## config.mk

```make
export PLATFORM = sky130hd
export DESIGN_NAME = dbuf_operand_feeder
export DESIGN_NICKNAME = d
export VERILOG_FILES = /design/src/rtl/feeder_pkg.sv /design/src/rtl/feeder_bank_ram.sv /design/src/rtl/feeder_datapath.sv /design/src/rtl/feeder_ctrl.sv /design/src/rtl/dbuf_operand_feeder.sv
export SDC_FILE = /design/constraint.sdc
export NUM_CORES = 1
export LEC_CHECK = 0
export BUFFER_PORTS_ARGS = -buffer_cell sky130_fd_sc_hd__buf_2
export CORE_MARGIN = 2
export CORE_UTILIZATION = 59
export DETAILED_ROUTE_END_ITERATION = 6
export PLACE_DENSITY = 0.82
export SYNTH_ARGS = -nofsm -noshare
export SYNTH_HDL_FRONTEND = slang
export SYNTH_HIERARCHICAL = 1
export SYNTH_SLANG_ARGS = --single-unit
```

## constraint.sdc

```tcl
create_clock -name clk -period 8.3 [get_ports clk]
set_clock_uncertainty 0.15 [all_clocks]
set_input_delay 1.66 -clock clk [delete_from_list [all_inputs] [get_ports clk]]
set_output_delay 1.66 -clock clk [all_outputs]
set_load 0.01 [all_outputs]
```

## src/rtl/feeder_pkg.sv

```systemverilog
package feeder_pkg;

  // strobes from the control to the storage datapath
  typedef struct packed {
    logic wrEn;    // write the current load word
    logic wrHalf;  // half receiving loads
    logic rdHalf;  // half serving bursts
    logic swap;    // halves exchange at the next edge
  } feedStrobe_t;

endpackage

```

## src/rtl/feeder_bank_ram.sv

```systemverilog
module feeder_bank_ram #(
  parameter int DATA_W = 8,
  parameter int VEC_W  = 2,
  parameter int DEPTH  = 8,
  parameter int ADDR_W = 3
) (
  input  logic                    clk,
  input  logic                    wrEn,
  input  logic [ADDR_W-1:0]       wrAddr,
  input  logic [VEC_W*DATA_W-1:0] wrData,
  input  logic [ADDR_W-1:0]       rdAddr,
  output logic [DATA_W-1:0]       rdData
);

  logic [DATA_W-1:0] mem [DEPTH];

  // one vector lands at consecutive addresses
  always_ff @(posedge clk) begin
    if (wrEn) begin
      for (int v = 0; v < VEC_W; v++) begin
        mem[ADDR_W'(wrAddr + ADDR_W'(v))] <= wrData[v*DATA_W +: DATA_W];
      end
    end
  end

  assign rdData = mem[rdAddr];

endmodule

```

## src/rtl/feeder_datapath.sv

```systemverilog
module feeder_datapath
  import feeder_pkg::*;
#(
  parameter int NB     = 2,
  parameter int DATA_W = 8,
  parameter int VEC_W  = 2,
  parameter int DEPTH  = 8,
  parameter int ADDR_W = 3,
  parameter int BANK_W = 1
) (
  input  logic                    clk,
  input  logic                    rst,
  input  feedStrobe_t             strobe,
  input  logic [BANK_W-1:0]       wrBank,
  input  logic [ADDR_W-1:0]       wrAddr,
  input  logic [VEC_W*DATA_W-1:0] ldData,
  input  logic [NB*ADDR_W-1:0]    rdAddr,
  output logic [NB*DATA_W-1:0]    rspData
);

  logic [DATA_W-1:0] halfData [2][NB];

  for (genvar h = 0; h < 2; h++) begin : g_half
    for (genvar b = 0; b < NB; b++) begin : g_bank
      feeder_bank_ram #(
        .DATA_W(DATA_W), .VEC_W(VEC_W), .DEPTH(DEPTH), .ADDR_W(ADDR_W)
      ) u_ram (
        .clk   (clk),
        .wrEn  (strobe.wrEn && (strobe.wrHalf == 1'(h)) && (wrBank == BANK_W'(b))),
        .wrAddr(wrAddr),
        .wrData(ldData),
        .rdAddr(rdAddr[b*ADDR_W +: ADDR_W]),
        .rdData(halfData[h][b])
      );
    end
  end

  for (genvar b = 0; b < NB; b++) begin : g_out
    assign rspData[b*DATA_W +: DATA_W] = strobe.rdHalf ? halfData[1][b] : halfData[0][b];
  end

  // halves never coincide, and no load lands in the exchange cycle
  AST_HALVES_DISJOINT: assert property (@(posedge clk) disable iff (rst)
    strobe.wrHalf != strobe.rdHalf);
  AST_NO_WRITE_ON_SWAP: assert property (@(posedge clk) disable iff (rst)
    strobe.swap |-> !strobe.wrEn);

endmodule

```

## src/rtl/feeder_ctrl.sv

```systemverilog
module feeder_ctrl
  import feeder_pkg::*;
#(
  parameter int NB        = 2,
  parameter int ROWS      = 4,
  parameter int BURST_LEN = 4,
  parameter int VEC_W     = 2,
  parameter int ADDR_W    = 3,
  parameter int BANK_W    = 1,
  parameter int ROW_W     = 2
) (
  input  logic                 clk,
  input  logic                 rst,
  input  logic                 ldValid,
  output logic                 ldReady,
  input  logic [NB-1:0]        reqValid,
  output logic [NB-1:0]        reqReady,
  input  logic [NB*ROW_W-1:0]  reqRow,
  output logic [NB-1:0]        rspValid,
  input  logic [NB-1:0]        rspReady,
  input  logic [NB-1:0]        doneValid,
  output logic [NB-1:0]        doneReady,
  output logic [NB-1:0]        ackPulse,
  output feedStrobe_t          strobe,
  output logic [BANK_W-1:0]    wrBank,
  output logic [ADDR_W-1:0]    wrAddr,
  output logic [NB*ADDR_W-1:0] rdAddr
);

  localparam int WPR        = BURST_LEN / VEC_W;
  localparam int FULL_WORDS = ROWS * WPR;
  localparam int WC_W       = $clog2(FULL_WORDS + 1);
  localparam int BL_W       = $clog2(BURST_LEN + 1);

  logic [WC_W-1:0]   wordCnt;
  logic [ADDR_W-1:0] fillPtr   [NB];
  logic [BL_W-1:0]   burstCnt  [NB];
  logic [ADDR_W-1:0] startAddr [NB];
  logic [ADDR_W-1:0] startNext [NB];
  logic [NB-1:0]     busy, doneFlag;
  logic              ackSent, first, phase;
  logic              loadFull, allDone, swap, ldFire;

  assign loadFull = (wordCnt == WC_W'(FULL_WORDS));
  assign allDone  = &doneFlag;
  assign swap     = loadFull && (allDone || first);
  assign ldReady  = !loadFull;
  assign ldFire   = ldValid && ldReady;

  assign wrBank   = BANK_W'((wordCnt / WC_W'(WPR)) % WC_W'(NB));
  assign wrAddr   = fillPtr[wrBank];

  assign ackPulse  = {NB{allDone && !ackSent}};
  assign doneReady = {NB{!swap}};
  assign rspValid  = busy;

  assign strobe.wrEn   = ldFire;
  assign strobe.wrHalf = phase;
  assign strobe.rdHalf = !phase;
  assign strobe.swap   = swap;

  for (genvar i = 0; i < NB; i++) begin : g_port
    assign reqReady[i] = !busy[i] && !first && !swap;
    assign startNext[i] = ADDR_W'((int'(reqRow[i*ROW_W +: ROW_W]) / NB) * BURST_LEN);
    assign rdAddr[i*ADDR_W +: ADDR_W] = ADDR_W'(startAddr[i] + ADDR_W'(burstCnt[i]));

    AST_BURST_BOUND: assert property (@(posedge clk) disable iff (rst)
      busy[i] |-> (burstCnt[i] < BL_W'(BURST_LEN)));
    AST_PORT_RELEASE: assert property (@(posedge clk) disable iff (rst)
      (busy[i] && rspReady[i] && !swap && burstCnt[i] == BL_W'(BURST_LEN-1)) |=> reqReady[i]);
  end

  always_ff @(posedge clk) begin
    if (rst) begin
      wordCnt  <= '0;
      busy     <= '0;
      doneFlag <= '0;
      ackSent  <= 1'b0;
      first    <= 1'b1;
      phase    <= 1'b0;
      for (int i = 0; i < NB; i++) begin
        fillPtr[i]   <= '0;
        burstCnt[i]  <= '0;
        startAddr[i] <= '0;
      end
    end else if (swap) begin
      wordCnt  <= '0;
      busy     <= '0;
      doneFlag <= '0;
      ackSent  <= 1'b0;
      first    <= 1'b0;
      phase    <= !phase;
      for (int i = 0; i < NB; i++) begin
        fillPtr[i] <= '0;
      end
    end else begin
      if (ldFire) begin
        wordCnt         <= wordCnt + 1'b1;
        fillPtr[wrBank] <= ADDR_W'(fillPtr[wrBank] + ADDR_W'(VEC_W));
      end
      doneFlag <= doneFlag | doneValid;
      if (allDone && !ackSent) begin
        ackSent <= 1'b1;
      end
      for (int i = 0; i < NB; i++) begin
        if (reqValid[i] && reqReady[i]) begin
          busy[i]      <= 1'b1;
          burstCnt[i]  <= '0;
          startAddr[i] <= startNext[i];
        end else if (busy[i] && rspReady[i]) begin
          burstCnt[i] <= burstCnt[i] + 1'b1;
          if (burstCnt[i] == BL_W'(BURST_LEN-1)) begin
            busy[i] <= 1'b0;
          end
        end
      end
    end
  end

  AST_QUIET_BEFORE_FIRST: assert property (@(posedge clk) disable iff (rst)
    first |-> (rspValid == '0 && reqReady == '0));
  AST_WORD_CNT_BOUND: assert property (@(posedge clk) disable iff (rst)
    wordCnt <= WC_W'(FULL_WORDS));
  AST_ACK_ONE_SHOT: assert property (@(posedge clk) disable iff (rst)
    (|ackPulse) |=> !(|ackPulse));
  AST_SWAP_RESTART: assert property (@(posedge clk) disable iff (rst)
    swap |=> (ldReady && rspValid == '0 && doneFlag == '0 && phase != $past(phase)));

endmodule

```

## src/rtl/dbuf_operand_feeder.sv

```systemverilog
module dbuf_operand_feeder
  import feeder_pkg::*;
#(
  parameter int NB        = 2,
  parameter int DATA_W    = 8,
  parameter int ROWS      = 4,
  parameter int BURST_LEN = 4,
  parameter int VEC_W     = 2,
  parameter int ROW_W     = $clog2(ROWS)
) (
  input  logic                    clk,
  input  logic                    rst,
  input  logic                    ldValid,
  output logic                    ldReady,
  input  logic [VEC_W*DATA_W-1:0] ldData,
  input  logic [NB-1:0]           reqValid,
  output logic [NB-1:0]           reqReady,
  input  logic [NB*ROW_W-1:0]     reqRow,
  output logic [NB-1:0]           rspValid,
  input  logic [NB-1:0]           rspReady,
  output logic [NB*DATA_W-1:0]    rspData,
  input  logic [NB-1:0]           doneValid,
  output logic [NB-1:0]           doneReady,
  output logic [NB-1:0]           ackPulse
);

  localparam int DEPTH  = (ROWS / NB) * BURST_LEN;
  localparam int ADDR_W = $clog2(DEPTH);
  localparam int BANK_W = $clog2(NB);

  feedStrobe_t         strobe;
  logic [BANK_W-1:0]   wrBank;
  logic [ADDR_W-1:0]   wrAddr;
  logic [NB*ADDR_W-1:0] rdAddr;

  feeder_ctrl #(
    .NB(NB), .ROWS(ROWS), .BURST_LEN(BURST_LEN), .VEC_W(VEC_W),
    .ADDR_W(ADDR_W), .BANK_W(BANK_W), .ROW_W(ROW_W)
  ) u_ctrl (
    .clk(clk), .rst(rst),
    .ldValid(ldValid), .ldReady(ldReady),
    .reqValid(reqValid), .reqReady(reqReady), .reqRow(reqRow),
    .rspValid(rspValid), .rspReady(rspReady),
    .doneValid(doneValid), .doneReady(doneReady), .ackPulse(ackPulse),
    .strobe(strobe), .wrBank(wrBank), .wrAddr(wrAddr), .rdAddr(rdAddr)
  );

  feeder_datapath #(
    .NB(NB), .DATA_W(DATA_W), .VEC_W(VEC_W), .DEPTH(DEPTH),
    .ADDR_W(ADDR_W), .BANK_W(BANK_W)
  ) u_dp (
    .clk(clk), .rst(rst), .strobe(strobe),
    .wrBank(wrBank), .wrAddr(wrAddr), .ldData(ldData),
    .rdAddr(rdAddr), .rspData(rspData)
  );

  for (genvar i = 0; i < NB; i++) begin : g_hold
    AST_RSP_HOLD: assert property (@(posedge clk) disable iff (rst)
      (rspValid[i] && !rspReady[i] && !strobe.swap)
        |=> (rspValid[i] && $stable(rspData[i*DATA_W +: DATA_W])));
  end

endmodule

```

## Word level (Yosys, flattened, before mapping)

Memories as Yosys holds them, arrays and structs flattened. A register that Yosys moved wholly into a read port is not among the register bits.
Index checks and enable logic that the tools add are counted.

- Register bits after elaboration: 11
- Latch bits: 0
- Memory bits (writable): 270
- Bits in read-only memories: 0
- Input bits: 29
- Output and inout port bits: 25
- Memories: 7

Memories:

| name | words | bits a word | rd ports | clocked after Yosys merged registers in | write ports | line | text |
|---|---|---|---|---|---|---|---|
| u_dp.g_half[0].g_bank[0].u_ram.mem | 8 | 8 | 1 | 0 | 2 | feeder_bank_ram.sv:15 | `logic [DATA_W-1:0] mem [DEPTH];` |
| u_dp.g_half[0].g_bank[1].u_ram.mem | 8 | 8 | 1 | 0 | 2 | feeder_bank_ram.sv:15 |  |
| u_dp.g_half[1].g_bank[0].u_ram.mem | 8 | 8 | 1 | 0 | 2 | feeder_bank_ram.sv:15 |  |
| u_dp.g_half[1].g_bank[1].u_ram.mem | 8 | 8 | 1 | 0 | 2 | feeder_bank_ram.sv:15 |  |
| u_ctrl.burstCnt | 2 | 3 | 2 | 0 | 2 | feeder_ctrl.sv:37 | `logic [BL_W-1:0] burstCnt [NB];` |
| u_ctrl.fillPtr | 2 | 3 | 1 | 1 | 2 | feeder_ctrl.sv:36 | `logic [ADDR_W-1:0] fillPtr [NB];` |
| 1 more memories | -- | -- | -- | -- | -- | -- |  |

- Add/sub/neg operators: 7
- $mul: 0
- Divide/modulo/power cells: 0
- Order comparisons: 0
- Equality and inequality tests: 3
- Shift operators: 0
- Mux-type cells: 56
- Bitwise operators: 11
- Reductions and logical operators: 34

Operators by type and width:

| kind | number |
|---|---|
| 2-to-1 mux 1 bit | 47 |
| 2-to-1 mux 3 bit | 7 |
| logical AND 1 bit | 17 |
| 2-to-1 mux 8 bit | 2 |
| adder 3 x 1 -> 3 bit (second input constant) | 3 |
| OR 1 bit | 8 |
| nonzero test 2 bit | 4 |
| zero test 1 bit | 7 |
| adder 3 bit | 2 |
| == test 3 x 2 -> 1 bit (second input constant) | 2 |
| AND reduction 2 bit | 3 |
| adder 4 x 1 -> 4 bit (second input constant) | 1 |
| == test 4 bit (second input constant) | 1 |
| adder 3 x 2 -> 3 bit (second input constant) | 1 |
| OR reduction 3 bit | 1 |
| inverter 1 bit | 2 |
| OR 2 bit | 1 |
| OR reduction 2 bit | 1 |
| logical OR 1 bit | 1 |

## Depth between registers and ports, before layout

Gate-level depths: netlist of run 1.

- Word-level depth: 12
- Mapped depth: 11
- Mapped depth without buffers: 8

## Hierarchy

The synthesis of run 1 kept the hierarchy.

Modules (own cells, without submodules):

| module | instances | cells an instance | area each (um^2) | sequential area each (um^2) |
|---|---|---|---|---|
| feeder_bank_ram (u_dp.g_half[1].g_bank[0].u_ram ...) | 2 | 187 | 3,333.2 | 1,921.8 |
| feeder_bank_ram (u_dp.g_half[0].g_bank[1].u_ram) | 1 | 188 | 3,340.7 | 1,921.8 |
| feeder_bank_ram (u_dp.g_half[0].g_bank[0].u_ram) | 1 | 188 | 3,339.5 | 1,921.8 |
| feeder_ctrl | 1 | 135 | 1,361.3 | 660.6 |
| feeder_datapath | 1 | 22 | 280.3 | 0.0 |

## Least setup slack after synthesis of run 1

Ideal clock, no wire load.

- Path kind: register to output
- Start point: mem u_ctrl/burstCnt[0][2] (netlist bit)
- End point: out rspData[0]
- Arrival: 2.063 ns
- Path slack: 4.427 ns
- Cell stages (with the launch flop): 7
- Path buffers: 2
- Cell sequence: edfxtp_1 xor2_1 buf_1 clkbuf_1 mux4_2 mux2_2 mux2_2

RTL lines:

| what | line | text |
|---|---|---|
| start, declared | feeder_ctrl.sv:37 |  |
| end, declared | dbuf_operand_feeder.sv:21 | `output logic [NB*DATA_W-1:0] rspData,` |

==> impl_metrics.tcl, run 1 <==
set metrics [dict create \
    drive_above_1_share_pct 52.04 \
    start_util_pct 59.84 \
    startpoint "u_ctrl/burstCnt[1][0]" \
    grt_max_degree 39 \
    cts_buffers 29 \
    antenna_found_initial 0 \
    netlist_area_sq_um 14980 \
    drt-total-wl_mm 33.60 \
    seqPwrFrac_pct 51.1 \
    crit_path_frequent_cell "mux2_2" \
    min_period_ps 4693 \
    sw_frac_of_total_pct 22.59 \
    diodes 0 \
    power_frac_comb_pct 10.8 \
    clkTransAtPathRegs_ps 50 \
    dr.pass1.iters 5 \
    fin_crit_sh_pct 56.55 \
    grt_pass1_vias 8868 \
    rsz0062_at_grt "no" \
    avgSynthCellArea_sq_um 16.53 \
    htreeDepth 1 \
    min_from "u_ctrl/wordCnt[2]" \
    port_buffers 51 \
    die_y_microns 163.3 \
    vias 8477 \
    wl_per_cell_microns 25.69 \
    tightest_slew_ps 1090 \
    r2r-start "u_ctrl/wordCnt[1]" \
    final_nets 1001 \
    peakVddDrop_v 0.0001729 \
    path_class "flop to primary output" \
    layout_setup_ws_ps 3607 \
    clockPowerShare_pct 38.1 \
    first_iter_violations 886 \
    maxSlewHeadroom_pct 27.37 \
    grt_remaining_overflow 0 \
    seq_area_sq_um 8348 \
    slew_viol_final 0 \
    clk_path_buf_depth 3 \
    hpwl_mm 20.15 \
    hold_violations 0 \
    outcome "finished, final reports clean" \
    worstPathArrival_ps 2880 \
    core_area_sq_um 25040 \
    path_buf_inv 2 \
    via_per_inst 6.481 \
    grt_usage_pct 25.59 \
    yosys_warnings 6 \
    fin_util_pct 65.55 \
    die_w_microns 163.3 \
    power_uw 3158 \
    dieArea_sq_um 26680 \
    grt_pass1_wl_mm 50.71 \
    multiInputGateArea_sq_um 6364 \
    ctsRootBufferMaster "clkbuf_16" \
    area_growth_pct 9.546 \
    p_int_uw 2445 \
    place_ws_ps 3908 \
    nFillCells 1715 \
    insertion_delay_ps 540 \
    cts.sinks 282 \
    max_freq_ghz 0.2131 \
    cts_tree "done" \
    powerDensity_nw_per_um2 192.5 \
    synthesis.nets 945 \
    crit_path_end_kind "primary output" \
    post-cts-setup-buffers 0 \
    finalInstanceArea_sq_um 16410 \
    tns_ps 0 \
    maxCapViolations 0 \
    ioPinCount 54 \
    required_ps 6490 \
    cp_max_fo 32 \
    antenna_left 0 \
    setup_violations 0 \
    leakagePower_uw 0.005418 \
    crit_chain "buf_4, mux4_2, mux2_2, mux2_2, buf_2" \
    holdBufCountCts 0 \
    rows 58 \
    syn_inst 906 \
    drc 0 \
    hold_class "flop to flop" \
    cpMaxStageDelayCell "mux4_2" \
    critical-path-max-stage-delay_ps 630 \
    critPathTopFamily "multiplexers" \
    p_sw_uw 713.5 \
    gp_congestion 0.8050 \
    place_area_sq_um 15560 \
    cts_resized 0 \
    start_kind "flop" \
]
==> cell type report <==
cell class | count | share of cell area (%)
clock buffer | 38 | 4.628
clock inverter | 9 | 0.5642
inverter | 11 | 0.2669
multi-input combinational | 569 | 38.78
sequential | 282 | 50.87
tap | 330 | 2.516
timing repair buffer | 69 | 2.379
==> cell usage in the layout, fill, tap and decap left out, types with 14 or more instances in the layout <==
| master | n |
|---|---|
| buf_4 | 18 |
| buf_2 | 51 |
| nor2_1 | 19 |
| edfxtp_1 | 270 |
| clkbuf_16 | 29 |
| nand2_1 | 22 |
| nor2_2 | 14 |
| nand2b_1 | 15 |
| mux2_2 | 295 |
| mux4_2 | 64 |
==> worst reg2reg max path, stage by stage, from the launching register on <==
cell	delay, ps
dfxtp_1	470
inv_1	100
ha_1	200
and3b_1	280
nor2_1	230
and3b_1	390
nand2_1	220
nor3_2	650
o21bai_1	550
==> state kept, by name, indices dropped and copies added (netlist names), named ones only <==
name / cells
u_ctrl/first: 1
u_ctrl/phase: 1
u_dp/g_half.g_bank.u_ram/mem: 256
u_ctrl/wordCnt: 4
u_ctrl/startAddr: 2
u_ctrl/rspValid: 2
u_ctrl/ackSent: 1
u_ctrl/fillPtr: 6
u_ctrl/burstCnt: 6
u_ctrl/doneFlag: 2
==> through the flow <==
step,cells,hold slack (ps)
2_1_floorplan,906,287.4
3_3_place_gp,1261,303.1
3_5_place_dp,1261,320.4
4_1_cts,1308,333.7
5_1_grt,1308,348.6
6_report,1308,328.2
==> worst paths after layout <==
check | endpoint | slack, ps | cells past startpoint
worst max-delay path | rspData[15] | 3610 | 5
worst min-delay path | u_ctrl/wordCnt[2] | 330 | 2
worst max register to register | u_dp/g_half[0].g_bank[1].u_ram/mem[4][6] | 4690 | 8
worst min register to register | u_ctrl/wordCnt[2] | 330 | 2
==> power by group through the flow <==
stage	combinational (uW)	clock (uW)	sequential (uW)
CTS	341	1220	1610
global route	365	1270	1620
finish	341	1200	1610
global placement	327	0	1640
floorplan	234	0	1640
detailed placement	338	0	1640
==> routing by layer <==
layer  global-route usage (%)  routed length, microns  up-vias
met4                    7.321                     805        0
li1                         -                       -     3759
met2                    46.26                   17450      329
met1                    31.88                   13000     4330
met5                        0                       0        -
met3                    4.063                    2333       59
Power figures use the tool's default switching activity.
==> run 2: changes to the inputs <==
Clock period 8.3 ns to 4.35 ns, I/O delays scaled along.
==> impl_metrics.tcl, run 2 (same netlist as run 1, synthesis figures left out) <==
set metrics [dict create \
    clockPowerShare_pct 38.2 \
    sw_frac_of_total_pct 22.76 \
    multiInputGateArea_sq_um 6364 \
    p_sw_uw 1376 \
    maxCapViolations 0 \
    gp_congestion 0.8059 \
    final_nets 1010 \
    grt_max_degree 33 \
    grt_pass1_wl_mm 51.24 \
    grt_remaining_overflow 0 \
    dr.pass1.iters 5 \
    crit_path_end_kind "primary output" \
    min_delay_path_depth 2 \
    worstRegToRegCells 8 \
    worstPathArrival_ps 2800 \
    leakagePower_uw 0.005486 \
    drt-total-wl_mm 33.42 \
    dieArea_sq_um 26680 \
    hold_class "flop to flop" \
    start_util_pct 59.84 \
    fin_crit_sh_pct 87.80 \
    ioPinCount 54 \
    core_area_sq_um 25040 \
    tns_ps 0 \
    hold_violations 0 \
    area_growth_pct 10.32 \
    cp_max_fo 32 \
    crit_cells 6 \
    cts_tree "done" \
    top_regs "u_dp/g_half.g_bank.u_ram/mem (256), u_ctrl/burstCnt (6), u_ctrl/fillPtr (6)" \
    final_common_cell "mux2_2" \
    drive_above_1_share_pct 52.62 \
    critPathTopFamily "multiplexers" \
    cts_buffers 29 \
    die_w_microns 163.3 \
    tightest_slew_ps 1024 \
    startpoint "u_ctrl/startAddr[0][1]" \
    port_buffers 51 \
    powerDensity_nw_per_um2 365.9 \
    holdWs_ps 341.2 \
    ctsRootBufferMaster "clkbuf_16" \
    maxSlewHeadroom_pct 31.70 \
    antenna_found_initial 0 \
    grt_pass1_vias 8896 \
    drc 0 \
    grt_usage_pct 25.76 \
    die_y_microns 163.3 \
    hpwl_mm 20.05 \
    clkTransAtPathRegs_ps 60 \
    clk_path_buf_depth 3 \
    cpMaxStageDelayCell "edfxtp_1" \
    r2r-start "u_ctrl/wordCnt[1]" \
    slew_viol_final 0 \
    peakVddDrop_v 0.0002210 \
    via_per_inst 6.439 \
    path_buf_inv 2 \
    power_frac_comb_pct 10.9 \
    largest_register_ffs 256 \
    critical-path-max-stage-delay_ps 460 \
    vias 8513 \
    crit_path_frequent_cell "mux2_2" \
    setup_violations 0 \
    nFillCells 1722 \
    seq_area_sq_um 8348 \
    crit_chain "xor2_4, buf_4, mux4_2, mux2_2, mux2_2, buf_2" \
    antenna_left 0 \
    rows 58 \
    wl_per_cell_microns 25.28 \
    rsz0062_at_grt "no" \
    diodes 0 \
    seqPwrFrac_pct 50.9 \
    start_kind "flop" \
    regMostFlops "u_dp/g_half.g_bank.u_ram/mem" \
    htreeDepth 1 \
    p_int_uw 4671 \
    required_ps 3330 \
    insertion_delay_ps 540 \
    holdBufCountCts 0 \
    min_period_ps 3819 \
    cts.sinks 282 \
    cts_resized 0 \
    finalInstanceArea_sq_um 16530 \
    power_uw 6047 \
    path_class "flop to primary output" \
    place_area_sq_um 15650 \
    first_iter_violations 716 \
    final_cell_mix "295 x mux2_2, 270 x edfxtp_1, 64 x mux4_2" \
    min_from "u_ctrl/wordCnt[2]" \
    outcome "finished, final reports clean" \
    max_freq_ghz 0.2618 \
    post-cts-setup-buffers 0 \
]
run 2: cell count changes in the layout (fill, tap and decap cells not counted):
cell,before,now
buf_4,18,25
clkbuf_8,0,3
buf_12,0,2
clkinv_2,1,3
bufinv_16,2,1
clkinv_1,5,6
clkinvlp_4,0,1
inv_6,1,0
run 2: layout make-up:
type	count	area share, %
Clock buffer	41	4.845
Clock inverter	11	0.4542
Inverter	11	0.2650
Multi-Input combinational cell	569	38.50
Sequential cell	282	50.51
Tap cell	330	2.498
Timing Repair Buffer	78	2.922
run 2: per-layer routing:
metal / global-route usage [%] / routed length, microns
met4: 7.200 / 741
met3: 3.225 / 2168
met2: 45.57 / 17120
met5: 0 / 0
met1: 33.67 / 13390
run 2: worst register-to-register path, cell delays in order (launching register included):
cell and delay, ps:
dfxtp_1 470, inv_1 100, ha_1 200, and3b_1 270, nor2_1 210, and3b_1 350, nor2b_1 230, and3_1 510
o21bai_1 480
run 2: metrics by stage:
stage	utilization [%]	setup WS [ps]	cells
finish	66.01	530.8	1322
global route	66.01	437.5	1322
CTS	66.01	509.2	1322
detailed placement	62.51	1025	1270
global placement	62.51	1094	1270
floorplan	-	1267	906
run 2: worst paths after layout:
path	slack, ps	endpoint
max reg2reg	1000	u_dp/g_half[0].g_bank[1].u_ram/mem[3][0]
min reg2reg	340	u_ctrl/wordCnt[2]
max	530	rspData[15]
min	340	u_ctrl/wordCnt[2]
run 2: power by group through the flow:
stage                     Sequential [uW]  Clock (uW)  Combinational [uW]
after global routing                 3080        2460                 705
after detailed placement             3140           0                 654
after CTS                            3080        2340                 657
final                                3080        2310                 659
after floorplan                      3120           0                 446
after global placement               3130           0                 634
==> run 3: changes to the inputs <==
Settings changed: RECOVER_POWER from default to 25.
==> impl_metrics.tcl, run 3 (same netlist as run 1, synthesis figures left out) <==
set metrics [dict create \
    outcome "finished, final reports clean" \
    grt_max_degree 33 \
    dr.pass1.iters 5 \
    start_util_pct 59.84 \
    maxSlewHeadroom_pct 13.05 \
    tightest_slew_ps 1294 \
    ctsRootBufferMaster "clkbuf_16" \
    clkTransAtPathRegs_ps 60 \
    worstRegToRegCells 8 \
    rows 58 \
    wl_per_cell_microns 25.34 \
    final_cell_mix "295 x mux2_2, 270 x edfxtp_1, 64 x mux4_2" \
    startpoint "u_ctrl/startAddr[0][1]" \
    drc 0 \
    rr_endpoint "u_dp/g_half[1].g_bank[0].u_ram/mem[7][0]" \
    post-cts-setup-buffers 0 \
    regMostFlops "u_dp/g_half.g_bank.u_ram/mem" \
    largest_register_ffs 256 \
    min_period_ps 3821 \
    insertion_delay_ps 540 \
    powerDensity_nw_per_um2 367.9 \
    r2r-start "u_ctrl/wordCnt[1]" \
    port_buffers 51 \
    grt_pass1_wl_mm 51.24 \
    cts_resized 0 \
    cts_buffers 29 \
    r2r_setup_slack_ps 640 \
    gp_congestion 0.8059 \
    top_regs "u_dp/g_half.g_bank.u_ram/mem (256), u_ctrl/burstCnt (6), u_ctrl/fillPtr (6)" \
    antenna_left 0 \
    area_growth_pct 9.688 \
    antenna_found_initial 0 \
    path_class "flop to primary output" \
    worstPathArrival_ps 2800 \
    vias 8492 \
    final_nets 1010 \
    hold_class "flop to flop" \
    grt_pass1_vias 8896 \
    fin_crit_sh_pct 87.83 \
    core_area_sq_um 25040 \
    dieArea_sq_um 26680 \
    drt-total-wl_mm 33.50 \
    peakVddDrop_v 0.0002215 \
    final_common_cell "mux2_2" \
    rsz0062_at_grt "no" \
    leakagePower_uw 0.005401 \
    via_per_inst 6.424 \
    maxCapViolations 0 \
    hpwl_mm 20.05 \
    grt_remaining_overflow 0 \
    setup_violations 0 \
    tns_ps 0 \
    holdBufCountCts 0 \
    hold_violations 0 \
    cts.sinks 282 \
    first_iter_violations 745 \
    cp_max_fo 32 \
    crit_path_end_kind "primary output" \
    die_y_microns 163.3 \
    drive_above_1_share_pct 50.10 \
    start_kind "flop" \
    slew_viol_final 0 \
    crit_end "rspData[15]" \
    diodes 0 \
    clk_path_buf_depth 3 \
    grt_usage_pct 25.76 \
    ioPinCount 54 \
    max_freq_ghz 0.2617 \
    htreeDepth 1 \
    required_ps 3330 \
    fin_util_pct 65.63 \
    cts_tree "done" \
    die_w_microns 163.3 \
]
run 3: cell count changes in the layout (fill, tap and decap cells not counted):
cell        delta
or4_1          +2
buf_4         -12
o21bai_4       -1
nor3_2         -2
or4_4          -2
nor3_4         -1
clkbuf_1      +19
inv_4          -1
o21bai_1       +1
buf_2          -7
nor3_1         +3
clkinvlp_2     +1
run 3: cell type report:
| cell class | instances | area, sq um |
|---|---|---|
| Fill cell | 1751 | 8605 |
| Sequential cell | 282 | 8348 |
| Multi-Input combinational cell | 569 | 6324 |
| Clock buffer | 41 | 800.8 |
| Timing Repair Buffer | 78 | 429.2 |
| Tap cell | 330 | 412.9 |
| Clock inverter | 11 | 75.07 |
| Inverter | 11 | 42.54 |
run 3: stage by stage:
stage | total power, uW | cells | hold slack, ps | setup WS [ps] | area (sq um)
3_3_place_gp | 3764 | 1270 | 303.2 | 1094 | 15650
3_5_place_dp | 3789 | 1270 | 340.3 | 1025 | 15650
6_report | 6045 | 1322 | 344.1 | 529.3 | 16430
5_1_grt | 6241 | 1322 | 367.5 | 339.7 | 16430
2_1_floorplan | 3567 | 906 | 287.4 | 1267 | 14980
4_1_cts | 6078 | 1322 | 349.6 | 509.2 | 16530
run 3: how the worst min path moves through the flow:
stage / start / to / slack, ps / cells past startpoint
after global routing: u_ctrl/ackSent / u_ctrl/ackSent / 370 / 2
after CTS: u_ctrl/wordCnt[2] / u_ctrl/wordCnt[2] / 350 / 2
after detailed placement: u_ctrl/wordCnt[2] / u_ctrl/wordCnt[2] / 340 / 2
after floorplan: u_ctrl/ackSent / u_ctrl/ackSent / 290 / 2
final: u_ctrl/wordCnt[2] / u_ctrl/wordCnt[2] / 340 / 2
after global placement: u_ctrl/ackSent / u_ctrl/ackSent / 300 / 2
run 3: layer usage:
| metal | routed length [microns] | vias to the layer above | share of wire, % | GRT usage [%] |
|---|---|---|---|---|
| li1 | - | 3786 | - | - |
| met2 | 17250 | 276 | 52 | 45.57 |
| met4 | 778 | 0 | 2.3 | 7.200 |
| met5 | 0 | - | 0 | 0 |
| met1 | 13570 | 4367 | 41 | 33.67 |
| met3 | 1895 | 63 | 5.7 | 3.225 |
run 3: worst max-delay path, stage by stage (launching register included):
cell      delay, ps
edfxtp_1        460
xor2_4          180
buf_4           440
mux4_2          430
mux2_2          290
mux2_2          290
buf_2           150
run 3: power breakdown:
part	internal, uW	switching [uW]
Sequential	3050	26.7
Clock	1330	988
Combinational	287	365
Total	4670	1380
